===== config.mk =====
export PLATFORM = sky130hd
export DESIGN_NAME = chk_sequencer
export DESIGN_NICKNAME = d
export VERILOG_FILES = /design/src/rtl/epc_pkg.sv /design/src/rtl/chk_sequencer.sv
export SDC_FILE = /design/constraint.sdc
export NUM_CORES = 1
export LEC_CHECK = 0
export ABC_AREA = 1
export BUFFER_PORTS_ARGS = -buffer_cell sky130_fd_sc_hd__buf_2
export CELL_PAD_IN_SITES_DETAIL_PLACEMENT = 2
export CELL_PAD_IN_SITES_GLOBAL_PLACEMENT = 2
export CORE_UTILIZATION = 27
export CTS_CLUSTER_DIAMETER = 200
export DETAILED_ROUTE_END_ITERATION = 7
export GPL_TIMING_DRIVEN = 0
export PLACE_DENSITY = 0.73
export SLEW_MARGIN = 10
export SYNTH_ARGS = -nofsm -noshare
export SYNTH_HDL_FRONTEND = slang
export SYNTH_SLANG_ARGS = --single-unit

===== constraint.sdc =====
create_clock -name clk -period 1.5 [get_ports clk]
set_input_delay 0.075 -clock clk [delete_from_list [all_inputs] [get_ports clk]]
set_output_delay 0.075 -clock clk [all_outputs]
set_load 0.1 [all_outputs]

===== src/rtl/epc_pkg.sv =====
// Shared types for the erased-page checker.
package epc_pkg;
    typedef enum logic [1:0] {
        ST_IDLE   = 2'd0,
        ST_COUNT  = 2'd1,
        ST_DECIDE = 2'd2
    } chk_state_t;
endpackage


===== src/rtl/chk_sequencer.sv =====
// chk_sequencer: start/stream/decide control. Latches status and limit at
// start, counts accepted words, steers them to the data or spare tally and
// spots a stream that ends early. Assumes data words precede spare words.
module chk_sequencer
    import epc_pkg::*;
#(
    parameter int DATA_WORDS  = 512,
    parameter int SPARE_WORDS = 16,
    parameter int STRENGTH_LO = 24,
    parameter int STRENGTH_HI = 32,
    parameter int LIM_W       = 6,
    localparam int TOTAL_WORDS = DATA_WORDS + SPARE_WORDS,
    localparam int IDX_W       = $clog2(TOTAL_WORDS)
) (
    input  logic             clk,
    input  logic             rst_n,
    input  logic             start_i,
    input  logic [7:0]       status_i,
    input  logic             sel_i,
    input  logic             valid_i,
    input  logic             last_i,
    output logic             ready_o,
    output logic             busy_o,
    output logic             clr_o,
    output logic [1:0]       area_en_o,
    output logic             decide_o,
    output logic             unc_o,
    output logic [5:0]       status_cnt_o,
    output logic [LIM_W-1:0] limit_o,
    output logic             short_o
);
    chk_state_t       state_q;
    logic [IDX_W-1:0] idx_q;
    logic [7:0]       status_q;
    logic             beat;

    // Purpose: decode handshake and area steering from the current state.
    always_comb begin
        ready_o      = (state_q == ST_COUNT);
        busy_o       = (state_q != ST_IDLE);
        clr_o        = (state_q == ST_IDLE) && start_i;
        beat         = ready_o && valid_i;
        area_en_o[0] = beat && (idx_q <  IDX_W'(DATA_WORDS));
        area_en_o[1] = beat && (idx_q >= IDX_W'(DATA_WORDS));
        decide_o     = (state_q == ST_DECIDE);
        unc_o        = status_q[7];
        status_cnt_o = status_q[5:0];
    end

    // Purpose: state, word index, latched status, limit and short flag.
    always_ff @(posedge clk) begin
        if (!rst_n) begin
            state_q  <= ST_IDLE;
            idx_q    <= '0;
            status_q <= '0;
            limit_o  <= '0;
            short_o  <= 1'b0;
        end else begin
            unique case (state_q)
                ST_IDLE: if (start_i) begin
                    status_q <= status_i;
                    limit_o  <= sel_i ? LIM_W'(STRENGTH_HI / 2) : LIM_W'(STRENGTH_LO / 2);
                    idx_q    <= '0;
                    short_o  <= 1'b0;
                    state_q  <= status_i[7] ? ST_COUNT : ST_DECIDE;
                end
                ST_COUNT: if (beat) begin
                    idx_q <= idx_q + 1'b1;
                    if (idx_q == IDX_W'(TOTAL_WORDS - 1)) begin
                        state_q <= ST_DECIDE;
                    end else if (last_i) begin
                        short_o <= 1'b1;
                        state_q <= ST_DECIDE;
                    end
                end
                default: state_q <= ST_IDLE;
            endcase
        end
    end

    assert_start_ignored_when_busy_R9: assert property (@(posedge clk) disable iff (!rst_n)
        (busy_o && start_i && !decide_o) |=> $stable(status_q));
endmodule


[Word level (Yosys, flattened, before mapping)]
Index checks and enable logic that the tools add are counted.
Storage, ports and cells
  register bits after elaboration: 27
  latch bits: 0
  memory bits (writable): 0
  ROM bits: 0
  bits of input ports: 14
  output and inout bits: 20
  word-level logic and storage cells: 42
  memories: 0
Operators by class
  add/subtract/negate cells: 1
  $mul: 0
  div/mod/pow operators: 0
  $lt $le $gt $ge: 2
  eq/ne operators: 8
  shifts and indexed selects: 0
  mux-type cells: 15
  bitwise logic cells: 0
  reductions and logical operators: 11
Operator list (number)
  $mux 10: 2
  $pmux 10 s2: 1
  $add 10x1->10 const B: 1
  $eq 10x10->1 const B: 1
  $ge 10x10->1 const B: 1
  $lt 10x10->1 const B: 1
  $mux 2: 5
  $ne 2x2->1 const B: 3
  $reduce_and 3->1: 2
  $mux 5: 1
  $reduce_and 5->1: 1
  $logic_and 1x1->1: 4
  $mux 1: 4
  $pmux 2 s2: 1
  $reduce_bool 2->1: 2
  $ne 3x2->1 const B: 1
  $eq 2x1->1 const B: 1
  $eq 2x2->1 const B: 1
  $logic_not 2->1: 1
  $ne 2x1->1 const B: 1
  $pmux 1 s2: 1
  $reduce_and 2->1: 1

[Longest topological paths before layout]
  word-level depth: 4
  depth in mapped cells: 8
  mapped depth without buffers: 8

[Worst setup path after synthesis]
Ideal clock, no wire load.
  path type: register -> output
  start point: register state_q[0]
  end point: output port area_en_o[0]
  arrival time: 1.804 ns
  required time: 1.425 ns
  path slack: -0.379 ns
  stages on the path, launching flop included: 3
  buffers on the path: 0
  cell sequence: dfxtp_1 -> nand3_4 -> nor2_1
Between the ends
  cells in the longest elaborated chain, start to end: 3
RTL lines
  start, declared: line chk_sequencer.sv:32  | chk_state_t state_q;
  start signal, assigned: line chk_sequencer.sv:65  | state_q <= status_i[7] ? ST_COUNT : ST_DECIDE;
  $eq 2x1->1: line chk_sequencer.sv:39  | ready_o = (state_q == ST_COUNT);
  $logic_and 1x1->1: line chk_sequencer.sv:42  | beat = ready_o && valid_i;
  $logic_and 1x1->1: line chk_sequencer.sv:43  | area_en_o[0] = beat && (idx_q < IDX_W'(DATA_WORDS));
  end, declared: line chk_sequencer.sv:25  | output logic [1:0] area_en_o,
No other way between the ends.

[Worst setup path in the final report]
  start point: register state_q[1]
  end point: output port clr_o
Between the ends
  cells in the longest elaborated chain, start to end: 2
RTL lines
  $logic_not 2->1: line chk_sequencer.sv:41  | clr_o = (state_q == ST_IDLE) && start_i;
  $logic_and 1x1->1: line chk_sequencer.sv:41
  end, declared: line chk_sequencer.sv:24  | output logic clr_o,
No other way between the ends.

==> run_results.csv <==
group,metric,value,unit
floorplanning,die_x,66.9,µm
detailed_routing,via_per_inst,4.60,
setup_path,end_kind,"primary output",
timing,rsz0062_at_grt,"yes",
min_path,hold_end,"status_q[2]",
floorplanning,pin_count,34,
cts,cts_hold_buffers,0,
grt,gr-usage-all-layers,16.2,%
placed_design,gp_congestion,0.728,
setup_path,cp_cell_sequence,"nor2_4, nand2_4, buf_6, inv_4, buf_12",
cells_and_area,fillCellCount,493,
floorplanning,rows,23,
min_path,hold_class,"input pin to flop",
timing,slew_violations,0,
placed_design,placed_cell_area,1350,µm²
detailed_routing,drc,0,
yosys,ys_top_cells_by_count,"nor2_1, dfxtp_1, nand2_1",
cts,clock_latency,270,ps
floorplanning,die_area,4480,µm²
timing,fin_worst_skew,3.19,ps
power,p_leak,0.000679,µW
power,power_density,1180,nW/µm²
yosys,synth_top_area_share,38.7,%
cts,cts_tree,"built",
detailed_routing,vias,1086,
min_path,holdPathStages,3,
detailed_routing,finalWirelength,3.25,mm
setup_path,crit_family,"buffers and inverters",
grt,grt_pass1_vias,1161,
job,cap_violations,0,
yosys,ys.warnings.count,0,
yosys,synth_enable_flop_cells,0,
setup_path,r2r_start,"idx_q[0]",
setup_path,arrival,1360,ps
setup_path,r2r_cells,8,
cells_and_area,n_antenna_cell,0,
setup_path,regToRegSetupSlack,140,ps
timing,finalHoldViolCount,0,
cts,htreeDepth,1,
yosys,synth_area_leaders,"dfxtp_1, nor2_1, nand2_1",
floorplanning,die_y,66.9,µm
yosys,synth_cell_types,30,
setup_path,critPathKind,"flop to primary output",
detailed_routing,ant_nets,0,
timing,setup_violations,0,
timing,whs,51.8,ps
grt,gr-total-overflow,0,
floorplanning,core-area,4030,µm²
min_path,hold_path_startpoint,"status_i[2]",
setup_path,slowest_stage,"dfxtp_1",
cells_and_area,finalInstanceArea,1460,µm²
setup_path,r2r-end,"state_q[0]",
detailed_routing,firstDrtPassIters,3,
cells_and_area,drive_above_1_share,31.7,%
cts,clock_sinks,22,
timing,fmax,0.699,GHz
cells_and_area,area_growth,27.8,%
power,vdd_drop_max,0.520,mV
grt,grt_max_degree,13,
placed_design,dp_hpwl,2.56,mm
yosys,syn_area,1140,µm²
cts,numCtsBuffers,3,
grt,grt_pass1_wl,5.29,mm
placed_design,dpl_worst_slack,5.73,ps
floorplanning,initial_utilization,28.3,%
timing,fin_tns_setup,0,ps
yosys,synth_cells,151,
timing,final.min_clock_period,1430,ps
yosys,ys_ff_latch,22,
cts,clk_pin_slew,80,ps
yosys,async_flop_share,0,%
yosys,yosysSeqAreaShare,38.7,%
yosys,yosys.cell_count.top_type,"nor2_1",
yosys,ys.flop_type,"dfxtp_1",
yosys,synth.avg_cell_area,7.54,µm²
detailed_routing,drt_iter0_markers,13,
timing,finalCritPeriodShare,95.4,%
timing,setup_ws,69.5,ps
cts,cts_buffer_depth,2,
cells_and_area,fin_util,36.1,%
setup_path,crit_buf_inv,3,
placed_design,portBuffers,29,
cells_and_area,final_nets,203,
yosys,yosysTopAreaCell,"dfxtp_1",
detailed_routing,wl_per_cell,13.8,µm
setup_path,start_kind,"flop",
setup_path,crit_fanout,10,
setup_path,critPathMaxStageDelay,380,ps
outcome,status,"complete, no violations",
cts,root_buffer,"clkbuf_8",
grt,antenna_found_initial,0,
setup_path,crit_required,1420,ps
-- stage by stage --
| step | instances | total power, µW |
|---|---|---|
| final | 236 | 1720 |
| after global routing | 236 | 1790 |
| after CTS | 236 | 1730 |
| after detailed placement | 232 | 1270 |
| after global placement | 232 | 1250 |
| after floorplan | 153 | 1160 |
-- placed cells by master (no fill, tap or decap), types with 4 or more instances in the layout --
cell,Yosys,final
a21oi_1,11,11
buf_2,0,25
buf_4,4,4
buf_6,1,4
clkbuf_8,0,4
dfxtp_1,22,22
inv_1,17,17
nand2_1,22,22
nand3_1,6,6
nor2_1,23,23
o21ai_0,11,10
-- state kept, by name (all words and copies together) (netlist names) --
register	flops
limit_o	2
short_o	1
idx_q	10
state_q	2
status_q	7
-- metal layers --
| layer | vias up | global-route usage (%) | part of all wire, % |
|---|---|---|---|
| met3 | 4 | 5.14 | 4.7 |
| met4 | 0 | 5.59 | 1.2 |
| li1 | 539 | - | - |
| met1 | 518 | 16.4 | 40 |
| met5 | - | 0 | 0 |
| met2 | 25 | 30.7 | 54 |
-- worst max-delay path by stage --
stage | start | endpoint | slack (ps) | depth (start not counted)
3_3_place_gp | idx_q[1] | short_o | 100 | 6
6_report | state_q[1] | clr_o | 70 | 5
3_5_place_dp | idx_q[0] | short_o | 6 | 6
4_1_cts | state_q[1] | clr_o | 1 | 5
2_1_floorplan | state_q[0] | area_en_o[0] | -380 | 2
5_1_grt | state_q[0] | area_en_o[0] | -3 | 3
-- power breakdown --
part	internal [µW]	switching (µW)	total [µW]	leakage, µW
sequential	619	26.6	645	0.000180
clock	235	212	447	0.0000288
combinational	120	505	625	0.000470
-- tightest hold or removal path: stages --
cell and delay, ps:
buf_2 70, o21ai_0 70, nor2_1 70
-- area by class of cell --
type / instances / area (µm²) / share of cell area (%)
Buffer: 6 / 45.0 / 3.10
Clock buffer: 4 / 55.1 / 3.78
Inverter: 22 / 87.6 / 6.02
Multi-Input combinational cell: 103 / 586 / 40.2
Sequential cell: 22 / 440 / 30.3
Tap cell: 50 / 62.6 / 4.30
Timing Repair Buffer: 29 / 179 / 12.3
-- logic make-up (layout without fill, tap and decap cells) --
group	Yosys count	in the layout	synth area share, %
compound gates	27	27	12.9
fa+ha+maj	2	2	2.20
buf+inv	28	61	11.6
simple gates	71	71	34.3
flops	22	22	38.7
other cells	1	3	0.329
-- repair_timing --
item | in CTS | in global routing
endpoints found under the setup margin | 5 | 2
buffers inserted | 0 | 0
gates resized for setup | 7 | 7
Power figures use the tool's default switching activity.
